[config.mk]
export PLATFORM = sky130hd
export DESIGN_NAME = psram_page_ctrl
export DESIGN_NICKNAME = d
export VERILOG_FILES = /design/src/rtl/psram_pkg.sv /design/src/rtl/psram_dly_cnt.sv /design/src/rtl/psram_page_step.sv /design/src/rtl/psram_page_ctrl.sv
export SDC_FILE = /design/constraint.sdc
export NUM_CORES = 1
export LEC_CHECK = 0
export ABC_AREA = 1
export BUFFER_PORTS_ARGS = -buffer_cell sky130_fd_sc_hd__buf_2
export CORE_MARGIN = 2
export CORE_UTILIZATION = 41
export DETAILED_ROUTE_END_ITERATION = 10
export PLACE_DENSITY = 0.7
export SYNTH_ARGS = -nofsm -noshare
export SYNTH_HDL_FRONTEND = slang
export SYNTH_SLANG_ARGS = --single-unit
[constraint.sdc]
create_clock -name clk -period 1.6 [get_ports clk]
set_input_delay 0.32 -clock clk [delete_from_list [all_inputs] [get_ports clk]]
set_output_delay 0.32 -clock clk [all_outputs]
set_load 0.01 [all_outputs]
[src/rtl/psram_pkg.sv]
package psram_pkg;

  typedef enum logic [1:0] {
    ST_IDLE,
    ST_RD,
    ST_WR,
    ST_GAP
  } ctl_st_t;

  // whole clock cycles covering a nanosecond minimum, rounded up
  function automatic int cyc_of(input int ns, input int clk_ps);
    return (ns * 1000 + clk_ps - 1) / clk_ps;
  endfunction

endpackage

[src/rtl/psram_dly_cnt.sv]
module psram_dly_cnt #(
  parameter int CW = 5
) (
  input  logic          clk,
  input  logic          rst,
  input  logic          load,
  input  logic [CW-1:0] load_val,
  output logic          zero
);

  logic [CW-1:0] cnt_q;

  always_ff @(posedge clk) begin
    if (rst) begin
      cnt_q <= '0;
    end else if (load) begin
      cnt_q <= load_val;
    end else if (cnt_q != '0) begin
      cnt_q <= cnt_q - 1'b1;
    end
  end

  assign zero = (cnt_q == '0);

endmodule

[src/rtl/psram_page_step.sv]
module psram_page_step #(
  parameter int AW         = 21,
  parameter int PAGE_WORDS = 8
) (
  input  logic [AW-1:0] addr,
  output logic [AW-1:0] nxt,
  output logic          last_in_page
);

  localparam int PB = $clog2(PAGE_WORDS);

  assign nxt          = addr + 1'b1;
  assign last_in_page = &addr[PB-1:0];

endmodule

[src/rtl/psram_page_ctrl.sv]
module psram_page_ctrl #(
  parameter int AW            = 21,
  parameter int DW            = 16,
  parameter int PAGE_WORDS    = 8,
  parameter int CLK_PS        = 5000,
  parameter int T_RAND_NS     = 65,
  parameter int T_PAGE_NS     = 20,
  parameter int T_CEHI_NS     = 10,
  parameter int T_WP_NS       = 40,
  parameter int T_OPEN_MAX_NS = 4000,
  localparam int LW           = $clog2(PAGE_WORDS)
) (
  input  logic          clk,
  input  logic          rst,
  input  logic          cmd_valid,
  output logic          cmd_ready,
  input  logic          cmd_write,
  input  logic [AW-1:0] cmd_addr,
  input  logic [LW-1:0] cmd_len,
  input  logic [DW-1:0] cmd_wdata,
  input  logic [1:0]    cmd_be,
  output logic          rd_valid,
  output logic [DW-1:0] rd_data,
  output logic          rd_last,
  output logic [AW-1:0] mem_addr,
  output logic          mem_ce_n,
  output logic          mem_we_n,
  output logic          mem_oe_n,
  output logic          mem_lb_n,
  output logic          mem_ub_n,
  output logic [DW-1:0] mem_dq_o,
  output logic          mem_dq_oe,
  input  logic [DW-1:0] mem_dq_i
);

  import psram_pkg::*;

  localparam int PB       = $clog2(PAGE_WORDS);
  localparam int T_RAND_C = cyc_of(T_RAND_NS, CLK_PS);
  localparam int T_PAGE_C = cyc_of(T_PAGE_NS, CLK_PS);
  localparam int T_CEHI_C = cyc_of(T_CEHI_NS, CLK_PS);
  localparam int T_WP_C   = cyc_of(T_WP_NS, CLK_PS);
  localparam int T_OPEN_C = cyc_of(T_OPEN_MAX_NS, CLK_PS);
  localparam int T_REC_C  = (T_RAND_C > T_WP_C + T_CEHI_C) ? (T_RAND_C - T_WP_C) : T_CEHI_C;
  localparam int CW       = $clog2(T_RAND_C + T_WP_C + T_CEHI_C + 1);
  localparam int HW       = $clog2(T_CEHI_C + 2);
  localparam int OW       = $clog2(T_OPEN_C + 2);

  localparam logic [CW-1:0] RAND_LD = CW'(T_RAND_C - 1);
  localparam logic [CW-1:0] PAGE_LD = CW'(T_PAGE_C - 1);
  localparam logic [CW-1:0] CEHI_LD = CW'(T_CEHI_C - 1);
  localparam logic [CW-1:0] WP_LD   = CW'(T_WP_C - 1);
  localparam logic [CW-1:0] REC_LD  = CW'(T_REC_C - 1);

  ctl_st_t       state;
  logic [LW-1:0] left_q;
  logic          more_q;
  logic          cnt_ld;
  logic [CW-1:0] cnt_val;
  logic          cnt_zero;
  logic [AW-1:0] addr_nxt;
  logic          page_end;

  psram_dly_cnt #(.CW(CW)) u_cnt (
    .clk      (clk),
    .rst      (rst),
    .load     (cnt_ld),
    .load_val (cnt_val),
    .zero     (cnt_zero)
  );

  psram_page_step #(.AW(AW), .PAGE_WORDS(PAGE_WORDS)) u_step (
    .addr         (mem_addr),
    .nxt          (addr_nxt),
    .last_in_page (page_end)
  );

  assign cmd_ready = (state == ST_IDLE);

  // wait length chosen for the step that starts at this edge
  always_comb begin
    cnt_ld  = 1'b0;
    cnt_val = '0;
    case (state)
      ST_IDLE: if (cmd_valid) begin
        if (!cmd_write) begin
          cnt_ld  = 1'b1;
          cnt_val = RAND_LD;
        end else if (cmd_be != 2'b00) begin
          cnt_ld  = 1'b1;
          cnt_val = WP_LD;
        end
      end
      ST_RD: if (cnt_zero) begin
        cnt_ld  = 1'b1;
        cnt_val = (left_q != '0 && !page_end) ? PAGE_LD : CEHI_LD;
      end
      ST_WR: if (cnt_zero) begin
        cnt_ld  = 1'b1;
        cnt_val = REC_LD;
      end
      ST_GAP: if (cnt_zero && more_q) begin
        cnt_ld  = 1'b1;
        cnt_val = RAND_LD;
      end
      default: ;
    endcase
  end

  always_ff @(posedge clk) begin
    if (rst) begin
      state     <= ST_IDLE;
      left_q    <= '0;
      more_q    <= 1'b0;
      rd_valid  <= 1'b0;
      rd_last   <= 1'b0;
      rd_data   <= '0;
      mem_addr  <= '0;
      mem_ce_n  <= 1'b1;
      mem_we_n  <= 1'b1;
      mem_oe_n  <= 1'b1;
      mem_lb_n  <= 1'b1;
      mem_ub_n  <= 1'b1;
      mem_dq_o  <= '0;
      mem_dq_oe <= 1'b0;
    end else begin
      rd_valid <= 1'b0;
      rd_last  <= 1'b0;
      case (state)
        ST_IDLE: if (cmd_valid) begin
          if (!cmd_write) begin
            mem_addr <= cmd_addr;
            left_q   <= cmd_len;
            mem_ce_n <= 1'b0;
            mem_oe_n <= 1'b0;
            mem_lb_n <= 1'b0;
            mem_ub_n <= 1'b0;
            state    <= ST_RD;
          end else if (cmd_be != 2'b00) begin
            mem_addr  <= cmd_addr;
            mem_ce_n  <= 1'b0;
            mem_we_n  <= 1'b0;
            mem_lb_n  <= ~cmd_be[0];
            mem_ub_n  <= ~cmd_be[1];
            mem_dq_o  <= cmd_wdata;
            mem_dq_oe <= 1'b1;
            state     <= ST_WR;
          end
        end
        ST_RD: if (cnt_zero) begin
          rd_data  <= mem_dq_i;
          rd_valid <= 1'b1;
          if (left_q == '0) begin
            rd_last  <= 1'b1;
            more_q   <= 1'b0;
            mem_ce_n <= 1'b1;
            mem_oe_n <= 1'b1;
            mem_lb_n <= 1'b1;
            mem_ub_n <= 1'b1;
            state    <= ST_GAP;
          end else begin
            left_q   <= left_q - 1'b1;
            mem_addr <= addr_nxt;
            if (page_end) begin
              more_q   <= 1'b1;
              mem_ce_n <= 1'b1;
              mem_oe_n <= 1'b1;
              mem_lb_n <= 1'b1;
              mem_ub_n <= 1'b1;
              state    <= ST_GAP;
            end
          end
        end
        ST_WR: if (cnt_zero) begin
          mem_ce_n  <= 1'b1;
          mem_we_n  <= 1'b1;
          mem_lb_n  <= 1'b1;
          mem_ub_n  <= 1'b1;
          mem_dq_oe <= 1'b0;
          more_q    <= 1'b0;
          state     <= ST_GAP;
        end
        ST_GAP: if (cnt_zero) begin
          if (more_q) begin
            more_q   <= 1'b0;
            mem_ce_n <= 1'b0;
            mem_oe_n <= 1'b0;
            mem_lb_n <= 1'b0;
            mem_ub_n <= 1'b0;
            state    <= ST_RD;
          end else begin
            state <= ST_IDLE;
          end
        end
        default: state <= ST_IDLE;
      endcase
    end
  end

  // pin-level run lengths used only by the properties below
  logic [HW-1:0] hi_run;
  logic [OW-1:0] lo_run;

  always_ff @(posedge clk) begin
    if (rst) begin
      hi_run <= HW'(T_CEHI_C);
      lo_run <= '0;
    end else begin
      if (mem_ce_n) begin
        lo_run <= '0;
        if (hi_run < HW'(T_CEHI_C)) hi_run <= hi_run + 1'b1;
      end else begin
        hi_run <= '0;
        if (lo_run < OW'(T_OPEN_C)) lo_run <= lo_run + 1'b1;
      end
    end
  end

  p_reset_idle_r1: assert property (@(posedge clk)
    $fell(rst) |-> (mem_ce_n && mem_we_n && mem_oe_n && !mem_dq_oe && cmd_ready))
    else $error("reset state");

  p_page_hi_hold_r3: assert property (@(posedge clk) disable iff (rst)
    (!mem_ce_n && $past(!mem_ce_n)) |-> (mem_addr[AW-1:PB] == $past(mem_addr[AW-1:PB])))
    else $error("page address moved while open");

  p_ce_high_min_r5: assert property (@(posedge clk) disable iff (rst)
    $fell(mem_ce_n) |-> (hi_run >= HW'(T_CEHI_C)))
    else $error("chip-select high too short");

  p_wr_data_hold_r6: assert property (@(posedge clk) disable iff (rst)
    (!mem_we_n && $past(!mem_we_n)) |-> ($stable(mem_dq_o) && mem_dq_oe && !mem_ce_n))
    else $error("write data moved in pulse");

  p_oe_off_in_wr_r7: assert property (@(posedge clk) disable iff (rst)
    !mem_we_n |-> mem_oe_n)
    else $error("output enable low during write");

  p_lane_sel_r8: assert property (@(posedge clk) disable iff (rst)
    !mem_ce_n |-> !(mem_lb_n && mem_ub_n))
    else $error("access with no lane");

  p_open_limit_r9: assert property (@(posedge clk) disable iff (rst)
    lo_run < OW'(T_OPEN_C))
    else $error("page open too long");

  p_busy_r11: assert property (@(posedge clk) disable iff (rst)
    (rd_valid || !mem_ce_n) |-> !cmd_ready)
    else $error("ready while busy");

endmodule

# ---- Word level (Yosys, flattened, before mapping)
# Cells that the tools add are included.
dict set report totals {
  inputBits 62
  wordCells 135
  out_inout_bits 62
  regBits 72
}
dict set report op_classes {
  muxes 70
  n_addsub 3
  bitwise_logic 4
  eq_ne 15
  n_reduce_logical 28
}
# op count
set ops {}
lappend ops {{$mux W21} 5}
lappend ops {{$pmux W21 S2} 1}
lappend ops {{$mux W1} 32}
lappend ops {{$add A21 B1 Y21 const B} 1}
lappend ops {{$mux W2} 10}
lappend ops {{$pmux W5 S4} 1}
lappend ops {{$mux W3} 6}
lappend ops {{$reduce_and A5 Y1} 3}
lappend ops {{$ne A2 B2 Y1 const B} 7}
lappend ops {{$reduce_and A7 Y1} 2}
lappend ops {{$mux W4} 3}
lappend ops {{$pmux W1 S4} 3}
lappend ops {{$mux W5} 2}
lappend ops {{$reduce_bool A2 Y1} 5}
lappend ops {{$pmux W2 S4} 1}
lappend ops {{$reduce_and A4 Y1} 2}
lappend ops {{$ne A2 B1 Y1 const B} 3}
lappend ops {{$pmux W1 S2} 3}
lappend ops {{$pmux W1 S3} 2}
lappend ops {{$pmux W3 S2} 1}
lappend ops {{$reduce_and A6 Y1} 1}
lappend ops {{$reduce_bool A3 Y1} 2}
lappend ops {{$reduce_or A2 Y1} 3}
lappend ops {{$logic_not A5 Y1} 1}
lappend ops {{15 further kinds} 20}

# ---- Logic depth before layout (Yosys ltp)
# Gate-level depths: netlist (run 1).
dict set report logic_depth {
  ltp_word 7
  ltp_mapped 12
  ltp_nobuf 12
}

# ---- Hierarchy
# A second synthesis (run 1) with hierarchy kept.
dict set report hier_totals {
  hier_cells 600
  hier_area_um2 3923.8
}
# module cells_per_inst area_each_um2 n_inst seq_area_each_um2
set by_module_without_submodules {}
lappend by_module_without_submodules {psram_page_ctrl 446 3035.4 1 1341.3}
lappend by_module_without_submodules {psram_page_step 112 598.1 1 0.0}
lappend by_module_without_submodules {psram_dly_cnt 42 290.3 1 100.1}

# ---- Worst setup path before layout (run 1)
# Ideal clock, no wire load.
dict set report synth_timing {
  path_type {reg-to-reg}
  start {register state[0]}
  end {register mem_ce_n}
  setup_ns 0.128
  setup_slack_ns -0.100
  t_required_ns 1.472
  t_arrival_ns 1.572
  path_stages_with_launch 11
  synth_period_minus_slack_ns 1.700
  n_path_buf 0
  cell_sequence {dfxtp_1 -> inv_1 -> ha_1 -> nand2_1 -> inv_2 -> a21oi_2 -> o21ai_1 -> nor2_4 -> o21ai_1 -> nand2_1 -> nand3_1}
}
dict set report synth_between {
  elab_chain_cells 3
  word_cells_on_any_way 13
  classes_between {eq/ne (10); mux (1); reduce/logical (2)}
}
# element line_no
set synth_rtl {}
lappend synth_rtl {{from (decl)} psram_page_ctrl.sv:55} ;# ctl_st_t state;
lappend synth_rtl {{from (signal assigned)} psram_page_ctrl.sv:112} ;# state <= ST_IDLE;
lappend synth_rtl {{from (signal assigned)} psram_page_ctrl.sv:138} ;# state <= ST_RD;
lappend synth_rtl {{from (signal assigned)} psram_page_ctrl.sv:147} ;# state <= ST_WR;
lappend synth_rtl {{$logic_not A2 Y1 (*)} n/a}
lappend synth_rtl {{via cmd_ready} psram_page_ctrl.sv:16} ;# output logic cmd_ready,
lappend synth_rtl {{$ne A3 B2 Y1 (no line) or $ne A2 B2 Y1 (tied branches)} n/a}
lappend synth_rtl {{$reduce_and A7 Y1 (no line)} n/a}
lappend synth_rtl {{to (signal assigned)} psram_page_ctrl.sv:119} ;# mem_ce_n <= 1'b1;
lappend synth_rtl {{to (signal assigned)} psram_page_ctrl.sv:134} ;# mem_ce_n <= 1'b0;
lappend synth_rtl {{to (signal assigned)} psram_page_ctrl.sv:141} ;# mem_ce_n <= 1'b0;
lappend synth_rtl {{to (decl)} psram_page_ctrl.sv:26} ;# output logic mem_ce_n,
# Mark *: on every way through the listed nets, which the timed path passes. The rest lies on a longest branch.
# A chain may end at the register's enable or synchronous reset.

# ---- Worst setup path after layout (run 1)
dict set report layout_timing {
  start {register state[0]}
  end {register mem_addr[9]}
}
dict set report layout_between {
  elab_chain_cells 3
  word_cells_on_any_way 9
  classes_between {eq/ne (5); mux (1); reduce/logical (3)}
}
# element line_no
set layout_rtl {}
lappend layout_rtl {{$eq A2 B1 Y1 or $logic_not A2 Y1 (tied branches)} psram_page_ctrl.sv:129} ;# case (state)
lappend layout_rtl {{$ne A2 B2 Y1 (no line) (tied with other cells)} n/a}
lappend layout_rtl {{$reduce_and A5 Y1 (no line)} n/a}
lappend layout_rtl {{to (signal assigned)} psram_page_ctrl.sv:132} ;# mem_addr <= cmd_addr;
lappend layout_rtl {{to (signal assigned)} psram_page_ctrl.sv:140} ;# mem_addr <= cmd_addr;
lappend layout_rtl {{to (signal assigned)} psram_page_ctrl.sv:163} ;# mem_addr <= addr_nxt;
lappend layout_rtl {{to (decl)} psram_page_ctrl.sv:25} ;# output logic [AW-1:0] mem_addr,
# Parallel ways exist; a longest one is shown, timed or not.

==> results.rst, run 1 <==
.. list-table::
   :header-rows: 1

   * - Metric
     - Value
   * - Max-cap violation count
     - 0
   * - Met2 Usage GRT
     - 0.360
   * - Routed length per placed instance
     - 13.2 um
   * - Final slew viol count
     - 0
   * - Tot Pwr
     - 9050 uW
   * - GRT met1 Usage
     - 0.259
   * - Crit path capture type
     - register
   * - Slowest-stage cell, CP
     - dfxtp_4
   * - Largest buffer count on any clock path
     - 2
   * - Fraction of post-synthesis cell area in the top cell type by area
     - 0.389
   * - Overall global routing resource usage
     - 0.214
   * - Comb pwr share
     - 0.510
   * - Int Power
     - 5420 uW
   * - Number of synthesized register bits
     - 72
   * - Vias per cell
     - 5.07
   * - Critical path launch point type
     - register
   * - Cell Chain, Critical Path
     - inv_2, ha_4, inv_4, nor2_4, a21oi_4, nand3_4, buf_12, nor2_4, o21ai_2, a21oi_1
   * - Count of final setup violators
     - 8
   * - Cell at the root of the clock tree
     - clkbuf_8
   * - Violations in the final reports
     - setup timing
   * - Reg power frac
     - 0.290
   * - Vias in the first global route
     - 3958
   * - First-pass GRT wire length
     - 17.4 mm
   * - Dominant register cell in the synthesized netlist
     - dfxtp_1
   * - Number of cells on the worst hold path
     - 3
   * - Cell variety after synth
     - 36
   * - Number of hold-slack violations in the final timing report
     - 0
   * - Switch Pwr
     - 3630 uW
   * - Starting density of the core
     - 0.423
   * - Pin count of the biggest net entering global routing
     - 41
   * - Clock tree from TritonCTS
     - yes
   * - Final worst path period need
     - 1.63 ns
   * - Overflow left after global routing
     - 0
   * - Power density cells
     - 1680 nW/um^2
   * - Core area
     - 8760 um^2
   * - CP arrival
     - 1.92 ns
   * - Worst setup path class
     - register to register
   * - Data required time at the worst endpoint
     - 1.89 ns
   * - Via count
     - 4186
   * - Site Rows
     - 34
   * - Area delta synth->final
     - 45.3%
   * - Slew of the pin with the lowest slew margin
     - 0.327 ns
   * - Run status
     - complete, but fails checks
   * - Top cell by count, worst path
     - nor2_4
   * - Proportion of layout cells with a drive suffix above 1
     - 0.380
   * - Biggest area consumer among synthesized cells
     - dfxtp_1
   * - Post-synth net total
     - 621
   * - Clock Skews
     - 0.0104 ns
   * - Leakage power total
     - 0.00237 uW
   * - Number of buffers added by the clock tree synthesis step
     - 9
   * - Number of levels the H-tree was split into
     - 3
   * - Area of all placed cells without fillers
     - 5380 um^2
   * - Number of enable flip-flop cells after synthesis
     - 0
   * - Half-perimeter wire length after placement
     - 7.49 mm
   * - Number of nets with antenna violations after detailed routing
     - 0
   * - Die H
     - 99.1 um
   * - Clock slew at the register clock pins of the worst setup and hold paths
     - 0.08 ns
   * - Classification of the worst-slack hold path
     - input pin to register
   * - Max Fanout on Critical Path
     - 8
   * - Global-route layer with the greatest usage
     - met2
   * - Worst r2r path cells
     - 10
   * - Peak Freq
     - 0.613 GHz
   * - # clock sinks
     - 72
   * - Met3 Resource Use GR
     - 0.0532
   * - Initial DRC count
     - 252
   * - Biggest cell delay along the critical path
     - 0.37 ns
   * - Gpl congestion
     - 0.923
   * - Detailed-route wire length
     - 10.9 mm
   * - Cells taking the most area after synthesis
     - dfxtp_1 39%, nand2_1 15%, nor2_1 8.6%, a21oi_1 7.0%, o21ai_0 5.3%
   * - Count of mapped cells out of synthesis
     - 550
   * - Diode insertion count for antenna repair
     - 0
   * - Port-buffer cells
     - 123
   * - Part of the Yosys area used for sequential elements
     - 0.389
   * - Count of hold-fix buffers inserted at cts
     - 0
   * - Synth warn
     - 0
   * - DRC Markers
     - 0
   * - Number of fill cells
     - 818
   * - Synthesized area per cell
     - 6.74 um^2
   * - Post-Syn Area
     - 3710 um^2
   * - Die outline area
     - 9820 um^2
   * - Final period utilization
     - 1.02
   * - Switching part of the total power
     - 0.401
   * - Clock group share of total power
     - 0.201
   * - Rel. slew slack
     - 0.780
   * - DP Area
     - 4720 um^2
   * - Setup WS post-layout
     - -0.0323 ns
   * - Source-to-sink clock delay at the later pin of the worst-skew pair
     - 0.36 ns
   * - Fin nets
     - 784
   * - Largest voltage drop on the vdd net
     - 0.000822 V
   * - Detailed-routing iteration count for the pre-antenna-repair pass
     - 5
   * - Initial antenna violation count
     - 0
   * - Die X-Extent
     - 99.1 um
   * - I/O pins
     - 124
   * - Post-synth ARST share
     - 0
   * - Unrepaired setup endpoints after global routing
     - true
==> synthesized netlist by cell type, types with 2 or more instances <==
cell type / n
nand2_1: 144
nor2_1: 85
dfxtp_1: 72
a21oi_1: 52
o21ai_0: 39
nand3_1: 32
inv_1: 29
o21ai_1: 11
clkbuf_1: 9
ha_1: 9
buf_2: 7
inv_2: 6
buf_6: 5
nand3b_1: 5
nand2_2: 4
nor2_2: 4
nor3_1: 4
clkinv_1: 3
nor2_4: 3
xnor2_1: 3
a31oi_1: 2
buf_1: 2
nand3_2: 2
nand4_1: 2
nor4_1: 2
o211ai_1: 2
o21a_1: 2
xor2_1: 2
==> final cells by class <==
type / count / area, um^2 / area share
multi-input cells: 417 / 2250 / 0.419
flip-flops and latches: 72 / 1450 / 0.270
repair buffers: 175 / 1140 / 0.211
inverters: 38 / 153 / 0.0284
clock buffers: 10 / 138 / 0.0256
well taps: 108 / 135 / 0.0251
clock inverters: 6 / 115 / 0.0214
==> per-layer routing <==
layer / vias to the layer above / wire length (um)
li1: 2115 / -
met1: 1905 / 4750
met2: 149 / 5160
met3: 17 / 787
met4: 0 / 208
met5: - / 0
==> stage by stage <==
stage | hold slack (ns) | worst slack, ns | TNS [ns] | instances | util
after floorplan | 0.456 | 0.0188 | 0 | 550 | -
after detailed placement | 0.451 | -0.0922 | -0.842 | 799 | 0.538
after global placement | 0.442 | -0.0154 | -0.0209 | 799 | 0.538
after global routing | 0.190 | -0.126 | -2.02 | 826 | 0.614
final | 0.204 | -0.0323 | -0.141 | 826 | 0.614
after CTS | 0.192 | -0.0244 | -0.0244 | 819 | 0.574
==> sequential cells by signal, indices dropped and copies added (netlist names), 2 cells and up <==
register,cells
left_q,3
mem_addr,21
mem_dq_o,16
rd_data,16
state,2
u_cnt.cnt_q,5
==> path summary, 6_finish.rpt <==
| path | start | end | slack (ns) |
|---|---|---|---|
| setup / recovery | state[0] | mem_addr[9] | -0.03 |
| hold / removal | mem_dq_i[2] | rd_data[2] | 0.20 |
| setup reg to reg | state[0] | mem_addr[9] | -0.03 |
| hold reg to reg | rd_data[3] | rd_data[3] | 0.46 |
==> timing repair <==
item / 4_1_cts / 5_1_grt
cloned: 0 / 3
pin swaps: 3 / 24
buffers inserted: 4 / 4
gates resized for setup: 9 / 78
setup endpoints to repair: 30 / 55
hold endpoints to repair: 0 / 0
==> critical path: cells and delay by family, from the launching register on <==
family	cells	cell delay, ns
flip-flops	1	0.37
buffers and inverters	3	0.32
adder cells (fa/ha/maj)	1	0.18
AND/OR/NAND/NOR	3	0.32
AO/OA/AOI/OAI	3	0.36
==> power by group through the flow <==
stage / clock [uW] / sequential (uW) / combinational [uW]
5_1_grt: 1950 / 2680 / 5060
4_1_cts: 1860 / 2580 / 3820
2_1_floorplan: 0 / 2740 / 2140
3_3_place_gp: 0 / 2600 / 3550
6_report: 1820 / 2620 / 4610
3_5_place_dp: 0 / 2610 / 3630
==> cell families after synthesis <==
kind of cell	Yosys count	share of synthesized area
fa+ha+maj	9	0.0304
xor+xnor	5	0.0118
buf+inv	61	0.0743
simple gates	290	0.335
flops	72	0.389
compound gates	113	0.160
==> cells in the final DEF (no fill, tap or decap), drive strengths merged <==
cell,Yosys,layout
bufinv,0,3
o22ai,1,1
clkinv,3,3
clkbuf,9,13
o21ai,51,51
xnor2,3,3
buf,14,172
nand3,35,35
nand2,149,149
ha,9,9
nand4,2,2
nor4,2,2
nand3b,5,5
a31oi,2,2
o21a,2,2
inv,35,37
a21oi,53,53
o211ai,2,2
clkinvlp,0,1
or2,1,1
a211oi,1,1
xor2,2,2
dfxtp,72,72
nor2,92,92
nor3,4,4
o21bai,1,1
Note: power is estimated with default switching activity, not from simulation.
==> inputs of run 2 (changes only) <==
Settings changed: CTS_BUF_LIST set to sky130_fd_sc_hd__clkbuf_2.
==> results.rst, run 2 (synthesis results as in run 1) <==
.. list-table::
   :header-rows: 1

   * - Metric
     - Value
   * - Largest Register
     - mem_addr
   * - Pin count of the biggest net entering global routing
     - 41 (unchanged)
   * - Initial DRC count
     - 207 (-18%)
   * - Setup WS post-layout
     - -0.0842 ns (-0.0519 ns)
   * - Rel. slew slack
     - 0.774 (-0.00533)
   * - Violations in the final reports
     - setup timing
   * - Most used cells in the layout excluding fill and tap cells
     - 133 x nand2_1, 122 x buf_2, 73 x nor2_1
   * - First-pass GRT wire length
     - 17.5 mm (+0.67%)
   * - Leakage power total
     - 0.00244 uW (+3.1%)
   * - Core area
     - 8760 um^2 (unchanged)
   * - Peak Freq
     - 0.594 GHz (-3.1%)
   * - Source-to-sink clock delay at the later pin of the worst-skew pair
     - 0.53 ns (+0.17 ns)
   * - Slack of the worst reg-to-reg path
     - -0.08 ns (-0.05 ns)
   * - Slowest-stage cell, CP
     - dfxtp_2
   * - Cell at the root of the clock tree
     - clkbuf_2
   * - Number of hold-slack violations in the final timing report
     - 0 (unchanged)
   * - Proportion of layout cells with a drive suffix above 1
     - 0.399 (+0.0192)
   * - Vias in the first global route
     - 4031 (+1.8%)
   * - Overall global routing resource usage
     - 0.214 (-0.000296)
   * - Clock slew at the register clock pins of the worst setup and hold paths
     - 0.23 ns (+0.15 ns)
   * - # clock sinks
     - 72 (unchanged)
   * - Data required time at the worst endpoint
     - 2.06 ns (+0.17 ns)
   * - Number of levels the H-tree was split into
     - 3 (unchanged)
   * - Number of fill cells
     - 784 (-4.2%)
   * - Unrepaired setup endpoints after global routing
     - true
   * - Registers with the most flip-flops
     - mem_addr: 21 flops, mem_dq_o: 16 flops, rd_data: 16 flops
   * - Overflow left after global routing
     - 0 (unchanged)
   * - Post-place setup slack
     - -0.0922 ns (unchanged)
   * - Layout Cells excl Fill
     - 844 (+2.2%)
   * - Final worst path period need
     - 1.68 ns (+0.0519 ns)
   * - Fin nets
     - 802 (+2.3%)
   * - Initial antenna violation count
     - 0 (unchanged)
   * - DRC Markers
     - 0 (unchanged)
   * - Worst reg2reg endpoint
     - mem_addr[6]
   * - Top delay family on crit path
     - compound AO/OA/AOI/OAI gates
   * - Number of cells in the design after placement
     - 799 (unchanged)
   * - Die outline area
     - 9820 um^2 (unchanged)
   * - Number of flip-flops in the largest register
     - 21 (unchanged)
   * - Number of buffers added by the clock tree synthesis step
     - 9 (unchanged)
   * - Detailed-routing iteration count for the pre-antenna-repair pass
     - 5 (unchanged)
   * - Starting density of the core
     - 0.423 (unchanged)
   * - Critical path launch point type
     - register
   * - Cell Chain, Critical Path
     - inv_4, ha_4, nand2_2, inv_4, a21oi_4, nand3_4, inv_6, buf_12, o21ai_2, a21oi_1
   * - CP Launch Point
     - state[1]
   * - Diode insertion count for antenna repair
     - 0 (unchanged)
   * - Run status
     - complete, but fails checks
   * - Port-buffer cells
     - 123 (unchanged)
   * - Crit path capture type
     - register
   * - Site Rows
     - 34 (unchanged)
   * - Half-perimeter wire length after placement
     - 7.49 mm (unchanged)
   * - Vias per cell
     - 5.09 (+0.44%)
   * - Largest voltage drop on the vdd net
     - 0.000706 V (-14%)
   * - Power density cells
     - 1610 nW/um^2 (-4.4%)
   * - Final slew viol count
     - 0 (unchanged)
   * - Clock Skews
     - 0.0275 ns (+0.0171 ns)
   * - Max Fanout on Critical Path
     - 7 (-1)
   * - R2r startpoint
     - state[1]
   * - Largest buffer count on any clock path
     - 2 (unchanged)
   * - Final period utilization
     - 1.05 (+0.0324)
   * - Depth of the critical timing path with buffers and inverters included
     - 10 (unchanged)
   * - Worst setup path class
     - register to register
   * - Biggest cell delay along the critical path
     - 0.39 ns (+0.02 ns)
   * - Critical Path Sink
     - mem_addr[6]
   * - Number of nets with antenna violations after detailed routing
     - 0 (unchanged)
   * - Die X-Extent
     - 99.1 um (unchanged)
   * - Via count
     - 4296 (+2.6%)
   * - Worst r2r path cells
     - 10 (unchanged)
   * - Slew of the pin with the lowest slew margin
     - 0.335 ns (+0.00790 ns)
   * - Routed length per placed instance
     - 13.4 um (+1.3%)
   * - Max-cap violation count
     - 0 (unchanged)
   * - Detailed-route wire length
     - 11.3 mm (+3.5%)
   * - Top cell by count, worst path
     - inv_4
   * - Die H
     - 99.1 um (unchanged)
   * - I/O pins
     - 124 (unchanged)
   * - Gpl congestion
     - 0.923 (unchanged)
   * - Worst path buffer plus inverter count
     - 4 (+1)
   * - Area delta synth->final
     - 49.9%
   * - Most common cell after layout, fill and taps aside
     - nand2_1
   * - Classification of the worst-slack hold path
     - input pin to register
   * - CP arrival
     - 2.15 ns (+0.23 ns)
   * - Count of final setup violators
     - 20 (+12)
   * - Clock tree from TritonCTS
     - yes
## run 2: cell types whose count changed in the layout (fill, tap and decap cells not counted), sizes merged
cell         previous run  this run
buf                   172       179
clkinv                  3         4
clkbuf                 13        12
dlygate4sd3             0        11
## run 2: worst register-to-register path: cells and delay by family (launching register included)
| kind | cells | cell delay (ns) |
|---|---|---|
| buffers and inverters | 4 | 0.39 |
| adder cells (fa/ha/maj) | 1 | 0.17 |
| AO/OA/AOI/OAI | 3 | 0.41 |
| AND/OR/NAND/NOR | 2 | 0.28 |
| flip-flops | 1 | 0.39 |
## run 2: metrics by stage
step | total power [uW] | setup TNS (ns) | cell area [um^2] | util | hold WS (ns)
after floorplan | 4880 | 0 | 3720 | - | 0.456
after global placement | 6150 | -0.0209 | 4720 | 0.538 | 0.442
after detailed placement | 6250 | -0.842 | 4720 | 0.538 | 0.451
after CTS | 7890 | -0.826 | 5080 | 0.579 | 0.00190
after global routing | 9540 | -3.11 | 5560 | 0.634 | 0.00232
final | 8930 | -0.796 | 5560 | 0.634 | 0.0316
## run 2: power by group
| group | internal [uW] | switching (uW) | total [uW] |
|---|---|---|---|
| sequential | 2250 | 389 | 2640 |
| combinational | 2270 | 2650 | 4920 |
| clock | 676 | 695 | 1370 |
| total | 5200 | 3730 | 8930 |
## run 2: cell type report
cell class	instances	area, um^2	area share
Multi-Input combinational cell	417	2330	0.420
Sequential cell	72	1460	0.262
Timing Repair Buffer	193	1310	0.236
Inverter	38	156	0.0281
Tap cell	108	135	0.0243
Clock inverter	7	119	0.0214
Clock buffer	9	45.0	0.00811
## run 2: worst min-delay path by stage
stage,from,end,slack (ns),depth (start not counted)
2_1_floorplan,left_q[1],left_q[1],0.46,2
3_3_place_gp,mem_lb_n,mem_lb_n,0.44,2
3_5_place_dp,mem_ub_n,mem_ub_n,0.45,2
4_1_cts,cmd_wdata[2],mem_dq_o[2],0.002,3
5_1_grt,mem_dq_i[12],rd_data[12],0.002,3
6_report,cmd_wdata[11],mem_dq_o[11],0.03,3
## run 2: routing by layer
layer  share of wire  vias up  global-route usage
li1                -     2153                   -
met1            0.43     1940               0.260
met2            0.47      171               0.363
met3           0.072       32              0.0511
met4           0.029        0              0.0885
met5               0        -                   0
## run 2: repair_timing
item / in CTS / in global routing
pin swaps: 4 / 34
hold buffers: 11 / 0
buffers inserted: 5 / 10
resized for setup: 15 / 100
endpoints found under the setup margin: 35 / 54
hold endpoints to repair: 11 / 0
cloned: 0 / 3
